`config.mk`:
```
export PLATFORM = sky130hd
export DESIGN_NAME = cmpmatch_timer
export DESIGN_NICKNAME = d
export VERILOG_FILES = /design/src/rtl/cmt_pkg.sv /design/src/rtl/cmt_prescaler.sv /design/src/rtl/cmt_channel.sv /design/src/rtl/cmpmatch_timer.sv
export SDC_FILE = /design/constraint.sdc
export NUM_CORES = 1
export LEC_CHECK = 0
export BUFFER_PORTS_ARGS = -buffer_cell sky130_fd_sc_hd__buf_2
export CAP_MARGIN = 0
export CORE_MARGIN = 2
export CORE_UTILIZATION = 55
export DETAILED_ROUTE_END_ITERATION = 8
export GPL_ROUTABILITY_DRIVEN = 1
export PLACE_DENSITY = 0.74
export REMOVE_ABC_BUFFERS = 1
export SYNTH_ARGS = -nofsm -noshare
export SYNTH_HDL_FRONTEND = slang
export SYNTH_HIERARCHICAL = 1
export SYNTH_SLANG_ARGS = --single-unit
```
`constraint.sdc`:
```
create_clock -name clk_i -period 4 [get_ports clk_i]
set_input_delay 0.4 -clock clk_i [delete_from_list [all_inputs] [get_ports clk_i]]
set_output_delay 0.4 -clock clk_i [all_outputs]
set_load 0.01 [all_outputs]
```
`src/rtl/cmt_pkg.sv`:
```
package cmt_pkg;
  // register index inside a channel slot
  typedef enum logic [3:0] {
    REG_CTRL  = 4'd0,
    REG_COUNT = 4'd1,
    REG_CMP   = 4'd2
  } reg_idx_e;

  localparam int IE_BIT   = 5;  // interrupt enable in control/status
  localparam int SLOT_LSB = 4;  // 16-byte slots: slot 0 = run register
endpackage

```
`src/rtl/cmt_prescaler.sv`:
```
module cmt_prescaler #(
  parameter int DIV = 8
) (
  input  logic clk_i,
  input  logic rst_ni,
  output logic tick_o
);
  localparam int PW = (DIV > 1) ? $clog2(DIV) : 1;
  localparam logic [PW-1:0] LAST = PW'(DIV - 1);

  logic [PW-1:0] pc_q, pc_d;

  always_comb begin
    tick_o = (pc_q == LAST);
    pc_d   = tick_o ? '0 : pc_q + 1'b1;
  end

  always_ff @(posedge clk_i or negedge rst_ni) begin
    if (!rst_ni) pc_q <= '0;
    else         pc_q <= pc_d;
  end

  generate
    if (DIV > 1) begin : g_chk
      assert_tick_spacing_R3 : assert property (@(posedge clk_i) disable iff (!rst_ni)
        tick_o |=> !tick_o);
    end
  endgenerate
endmodule

```
`src/rtl/cmt_channel.sv`:
```
module cmt_channel #(
  parameter int CW = 16
) (
  input  logic          clk_i,
  input  logic          rst_ni,
  input  logic          tick_i,
  input  logic          run_i,
  input  logic          csr_we_i,
  input  logic          cnt_we_i,
  input  logic          cmp_we_i,
  input  logic [CW-1:0] wdata_i,
  output logic [CW-1:0] csr_o,
  output logic [CW-1:0] cnt_o,
  output logic [CW-1:0] cmp_o,
  output logic          irq_o
);
  import cmt_pkg::*;

  localparam logic [CW-1:0] MAXV = '1;
  localparam int MF = CW - 1;  // match flag
  localparam int WF = CW - 2;  // wrap flag

  logic [CW-1:0] cnt_q, cnt_d, cmp_q, cmp_d;
  logic          match_q, match_d, wrap_q, wrap_d, ie_q, ie_d;
  logic          adv, hit_cmp, hit_max;

  always_comb begin
    adv     = run_i && tick_i && !cnt_we_i;
    hit_cmp = adv && (cnt_q == cmp_q);
    hit_max = adv && !hit_cmp && (cnt_q == MAXV);
    cnt_d   = cnt_q;
    cmp_d   = cmp_q;
    match_d = match_q;
    wrap_d  = wrap_q;
    ie_d    = ie_q;
    if (adv) cnt_d = (hit_cmp || hit_max) ? '0 : cnt_q + 1'b1;
    if (cnt_we_i) cnt_d = wdata_i;
    if (cmp_we_i) cmp_d = wdata_i;
    if (csr_we_i) begin
      ie_d = wdata_i[IE_BIT];
      if (!wdata_i[MF]) match_d = 1'b0;
      if (!wdata_i[WF]) wrap_d  = 1'b0;
    end
    if (hit_cmp) match_d = 1'b1;
    if (hit_max) wrap_d  = 1'b1;
  end

  always_ff @(posedge clk_i or negedge rst_ni) begin
    if (!rst_ni) begin
      cnt_q   <= '0;
      cmp_q   <= MAXV;
      match_q <= 1'b0;
      wrap_q  <= 1'b0;
      ie_q    <= 1'b0;
    end else begin
      cnt_q   <= cnt_d;
      cmp_q   <= cmp_d;
      match_q <= match_d;
      wrap_q  <= wrap_d;
      ie_q    <= ie_d;
    end
  end

  always_comb begin
    csr_o         = '0;
    csr_o[MF]     = match_q;
    csr_o[WF]     = wrap_q;
    csr_o[IE_BIT] = ie_q;
    cnt_o         = cnt_q;
    cmp_o         = cmp_q;
    irq_o         = match_q && ie_q;
  end

  assert_match_reload_R2 : assert property (@(posedge clk_i) disable iff (!rst_ni)
    (run_i && tick_i && !cnt_we_i && cnt_q == cmp_q) |=> (cnt_q == '0 && match_q));
  assert_step_one_R3 : assert property (@(posedge clk_i) disable iff (!rst_ni)
    (run_i && tick_i && !cnt_we_i && cnt_q != cmp_q && cnt_q != MAXV)
      |=> (cnt_q == $past(cnt_q) + 1'b1));
  assert_hold_idle_R4 : assert property (@(posedge clk_i) disable iff (!rst_ni)
    ((!run_i || !tick_i) && !cnt_we_i) |=> $stable(cnt_q));
  assert_irq_level_R7 : assert property (@(posedge clk_i) disable iff (!rst_ni)
    (irq_o && !csr_we_i) |=> irq_o);
  assert_wrap_flag_R8 : assert property (@(posedge clk_i) disable iff (!rst_ni)
    (run_i && tick_i && !cnt_we_i && cnt_q == MAXV && cmp_q != MAXV)
      |=> (cnt_q == '0 && wrap_q));
endmodule

```
`src/rtl/cmpmatch_timer.sv`:
```
module cmpmatch_timer #(
  parameter int N_CH = 2,
  parameter bit WIDE = 1'b0,
  parameter int DIV  = 8,
  parameter int AW   = 8,
  localparam int CW  = WIDE ? 32 : 16
) (
  input  logic            clk_i,
  input  logic            rst_ni,
  input  logic [AW-1:0]   addr_i,
  input  logic            we_i,
  input  logic [CW-1:0]   wdata_i,
  output logic [CW-1:0]   rdata_o,
  output logic [N_CH-1:0] irq_o
);
  import cmt_pkg::*;

  localparam int SH = WIDE ? 2 : 1;
  localparam int SW = AW - SLOT_LSB;

  // reset: asynchronous assert, synchronous release
  logic [1:0] rs_q;
  logic       rst_n;
  always_ff @(posedge clk_i or negedge rst_ni) begin
    if (!rst_ni) rs_q <= 2'b00;
    else         rs_q <= {rs_q[0], 1'b1};
  end
  assign rst_n = rs_q[1];

  logic          tick;
  logic [SW-1:0] slot;
  logic [3:0]    idx;
  logic          run_we;
  logic [N_CH-1:0] run_q, run_d;

  assign slot   = addr_i[AW-1:SLOT_LSB];
  assign idx    = addr_i[SLOT_LSB-1:0] >> SH;
  assign run_we = we_i && (slot == '0) && (idx == REG_CTRL);

  always_comb begin
    run_d = run_q;
    if (run_we) run_d = wdata_i[N_CH-1:0];
  end

  always_ff @(posedge clk_i or negedge rst_n) begin
    if (!rst_n) run_q <= '0;
    else        run_q <= run_d;
  end

  cmt_prescaler #(.DIV(DIV)) u_pre (
    .clk_i  (clk_i),
    .rst_ni (rst_n),
    .tick_o (tick)
  );

  logic [CW-1:0] csr_v [N_CH];
  logic [CW-1:0] cnt_v [N_CH];
  logic [CW-1:0] cmp_v [N_CH];

  generate
    for (genvar c = 0; c < N_CH; c++) begin : g_ch
      localparam logic [SW-1:0] MY_SLOT = SW'(c + 1);
      logic hit;
      assign hit = we_i && (slot == MY_SLOT);
      cmt_channel #(.CW(CW)) u_ch (
        .clk_i    (clk_i),
        .rst_ni   (rst_n),
        .tick_i   (tick),
        .run_i    (run_q[c]),
        .csr_we_i (hit && idx == REG_CTRL),
        .cnt_we_i (hit && idx == REG_COUNT),
        .cmp_we_i (hit && idx == REG_CMP),
        .wdata_i  (wdata_i),
        .csr_o    (csr_v[c]),
        .cnt_o    (cnt_v[c]),
        .cmp_o    (cmp_v[c]),
        .irq_o    (irq_o[c])
      );
    end
  endgenerate

  always_comb begin
    rdata_o = '0;
    if (slot == '0 && idx == REG_CTRL) rdata_o[N_CH-1:0] = run_q;
    for (int c = 0; c < N_CH; c++) begin
      if (slot == SW'(c + 1)) begin
        case (idx)
          REG_CTRL:  rdata_o = csr_v[c];
          REG_COUNT: rdata_o = cnt_v[c];
          REG_CMP:   rdata_o = cmp_v[c];
          default:   rdata_o = '0;
        endcase
      end
    end
  end

  assert_run_write_R4 : assert property (@(posedge clk_i) disable iff (!rst_n)
    !run_we |=> $stable(run_q));
endmodule

```
==> flow_summary.json <==
{
  "criticalPathCategory": "in2out",
  "r2r-end": "g_ch[0].u_ch/cnt_o[15]",
  "num_rows": 35,
  "worst_slack_ns": 1.208,
  "regArea_um2": 1968,
  "r2r-start": "g_ch[0].u_ch/cnt_o[0]",
  "die_y_um": 101.9,
  "ys_types": 50,
  "grt_pass1_wl_um": 20120,
  "drtIter0Drc": 257,
  "reg2regPathDepth": 5,
  "cts_tree": "built",
  "postRouteAntennaNets": 0,
  "design_area_um2": 5565,
  "clock_path_buffers": 2,
  "syn_inst": 538,
  "initial_utilization_pct": 56.74,
  "portBuffers": 43,
  "first_pass_iters": 4,
  "ys_seq_area_share_pct": 37.34,
  "dpl.cell_count": 676,
  "synth_most_common_cell": "nor2_1",
  "hold_viol": 0,
  "whs_ns": 0.3608,
  "rrSetupSlack_ns": 1.83,
  "multi_input_area_um2": 2910,
  "ys_ff_latch": 77,
  "finalClockSkew_ns": 0.01049,
  "p_per_area_nw_per_um2": 372.9,
  "die_w_um": 101.9,
  "syn_area_um2": 5268,
  "io_pins": 45,
  "fmax_mhz": 358.1,
  "setup_violations": 0,
  "nets": 590,
  "grt_antenna_before_repair": 0,
  "yosys-top-cells-count": "nor2_1, xor2_1, dfrtp_1",
  "vdd_ir_drop_max_mv": 0.1671,
  "place_ws_ns": 1.255,
  "cts_resized": 0,
  "vias": 3995,
  "async_reset_ff_share_pct": 100.0,
  "cts_setup_buffers": 0,
  "numCtsBuffers": 9,
  "grt_setup_unrepaired": "false",
  "area.growth.synth_to_final_pct": 5.653,
  "fill_cells": 812,
  "diodes": 0,
  "min_period_over_period_pct": 69.80,
  "synth_flop_cell": "dfrtp_1",
  "routed_wl_um": 12570,
  "clkLatencyLatePin_ns": 0.35,
  "required_ns": 3.60,
  "hp-class": "in2async",
  "grt-ovfl-total": 0,
  "die_area_um2": 10380,
  "p_leak_uw": 0.002516,
  "cts.htree.levels": 3,
  "synth_warnings": 6,
  "ys_top_cells_by_area": "dfrtp_1, dfstp_2, xor2_1",
  "gp_congestion": 0.8872,
  "vias_per_cell": 5.765,
  "maxCapViolations": 0,
  "status": "completed",
  "wire_per_inst_um": 18.13,
  "hold_buffers": 1,
  "end_kind": "output pin",
  "drive_above_1_share_pct": 30.32,
  "synth_largest_area_cell": "dfrtp_1",
  "synth_top_area_share_pct": 21.38,
  "synth-edff-count": 0,
  "track_usage_pct": 25.32,
  "coreArea_um2": 9284,
  "cts.sinks": 77,
  "final.setup.tns_ns": 0,
  "grt_max_degree": 39,
  "start_kind": "primary input",
  "drcViolationCount": 0,
  "final_cells": 693,
  "cts_root_buffer": "clkbuf_8",
  "timing.final.max_slew_violations": 0,
  "arrival_ns": 2.39,
  "critPathMaxFanout": 37,
  "synth.avg_cell_area_um2": 9.791,
  "maxSlewHeadroom_pct": 26.93,
  "dp_hpwl_um": 8992,
  "dpl_cell_area_um2": 5338,
  "grt_pass1_vias": 3946,
  "min_period_ns": 2.792,
  "clkSlewWorstSetupHoldPaths_ns": 0.07,
  "tightestPinTransition_ns": 1.096
}
-- placed cells by master, fill, tap and decap left out, types with 10 or more instances in the layout --
cell type,n
a21oi_1,37
a22oi_1,28
buf_2,43
clkbuf_8,10
conb_1,27
dfrtp_1,44
dfstp_2,32
mux2_2,34
mux2i_1,32
nand2_1,25
nand3_1,14
nor2_1,48
o21ai_0,13
o21ai_2,20
o22ai_1,14
xnor2_1,13
xor2_1,47
-- power by group --
part           total [uW]  switching, uW  internal [uW]
combinational         392            206            185
sequential           1030            148            879
clock                 656            288            368
total                2080            642           1430
-- flip-flops by register name (all words and copies together), names as in the netlist --
register           cells
g_ch.u_ch/cnt_o       32
u_pre/pc_q             3
rs_q                   2
g_ch.u_ch/ie_q         2
run_q                  2
g_ch.u_ch/match_q      2
g_ch.u_ch/wrap_q       2
g_ch.u_ch/cmp_o       32
-- how the worst max path moves through the flow --
stage               from                     end
2_1_floorplan  addr_i[7]  g_ch[0].u_ch/cnt_o[15]
3_3_place_gp   addr_i[2]  g_ch[0].u_ch/cnt_o[15]
3_5_place_dp   addr_i[2]  g_ch[0].u_ch/cnt_o[15]
4_1_cts        addr_i[2]             rdata_o[15]
5_1_grt        addr_i[2]             rdata_o[15]
6_report       addr_i[2]             rdata_o[14]
-- through the flow --
stage | utilization [%] | power [uW]
finish | 59.95 | 2075
global route | 59.95 | 2186
CTS | 59.95 | 2082
detailed placement | 57.49 | 1424
global placement | 57.49 | 1399
floorplan | - | 1278
-- worst max-delay path: stages --
cell and delay, ns:
buf_2 0.52, nor2b_2 0.54, buf_4 0.35, a21oi_1 0.12
o22ai_1 0.25, buf_2 0.19
-- area by class of cell --
class | count | area share, %
multi-input combinational | 413 | 52.29
clock inverter | 4 | 1.304
clock buffer | 12 | 2.608
timing repair buffer | 52 | 5.126
inverter | 6 | 0.4047
tap | 129 | 2.900
sequential | 77 | 35.36
-- metal layers --
layer	track usage, %	vias up	share of wire [%]
li1	-	1896	-
met1	33.80	1966	44
met2	41.65	102	49
met3	3.352	31	3.3
met4	10.77	0	3.3
met5	0	-	0
-- cells by family (layout without fill, tap and decap cells) --
group	after synthesis	count (layout)	share of synthesized area [%]
flip-flops	77	77	37.34
AND/OR/NAND/NOR	131	131	13.21
XOR/XNOR	60	60	9.976
adder cells (fa/ha/maj)	4	4	0.9502
other	3	27	0.2138
buffers and inverters	72	74	9.169
AO/OA/AOI/OAI	123	123	15.23
multiplexers	68	68	13.92
Note: power is estimated with default switching activity, not from simulation.
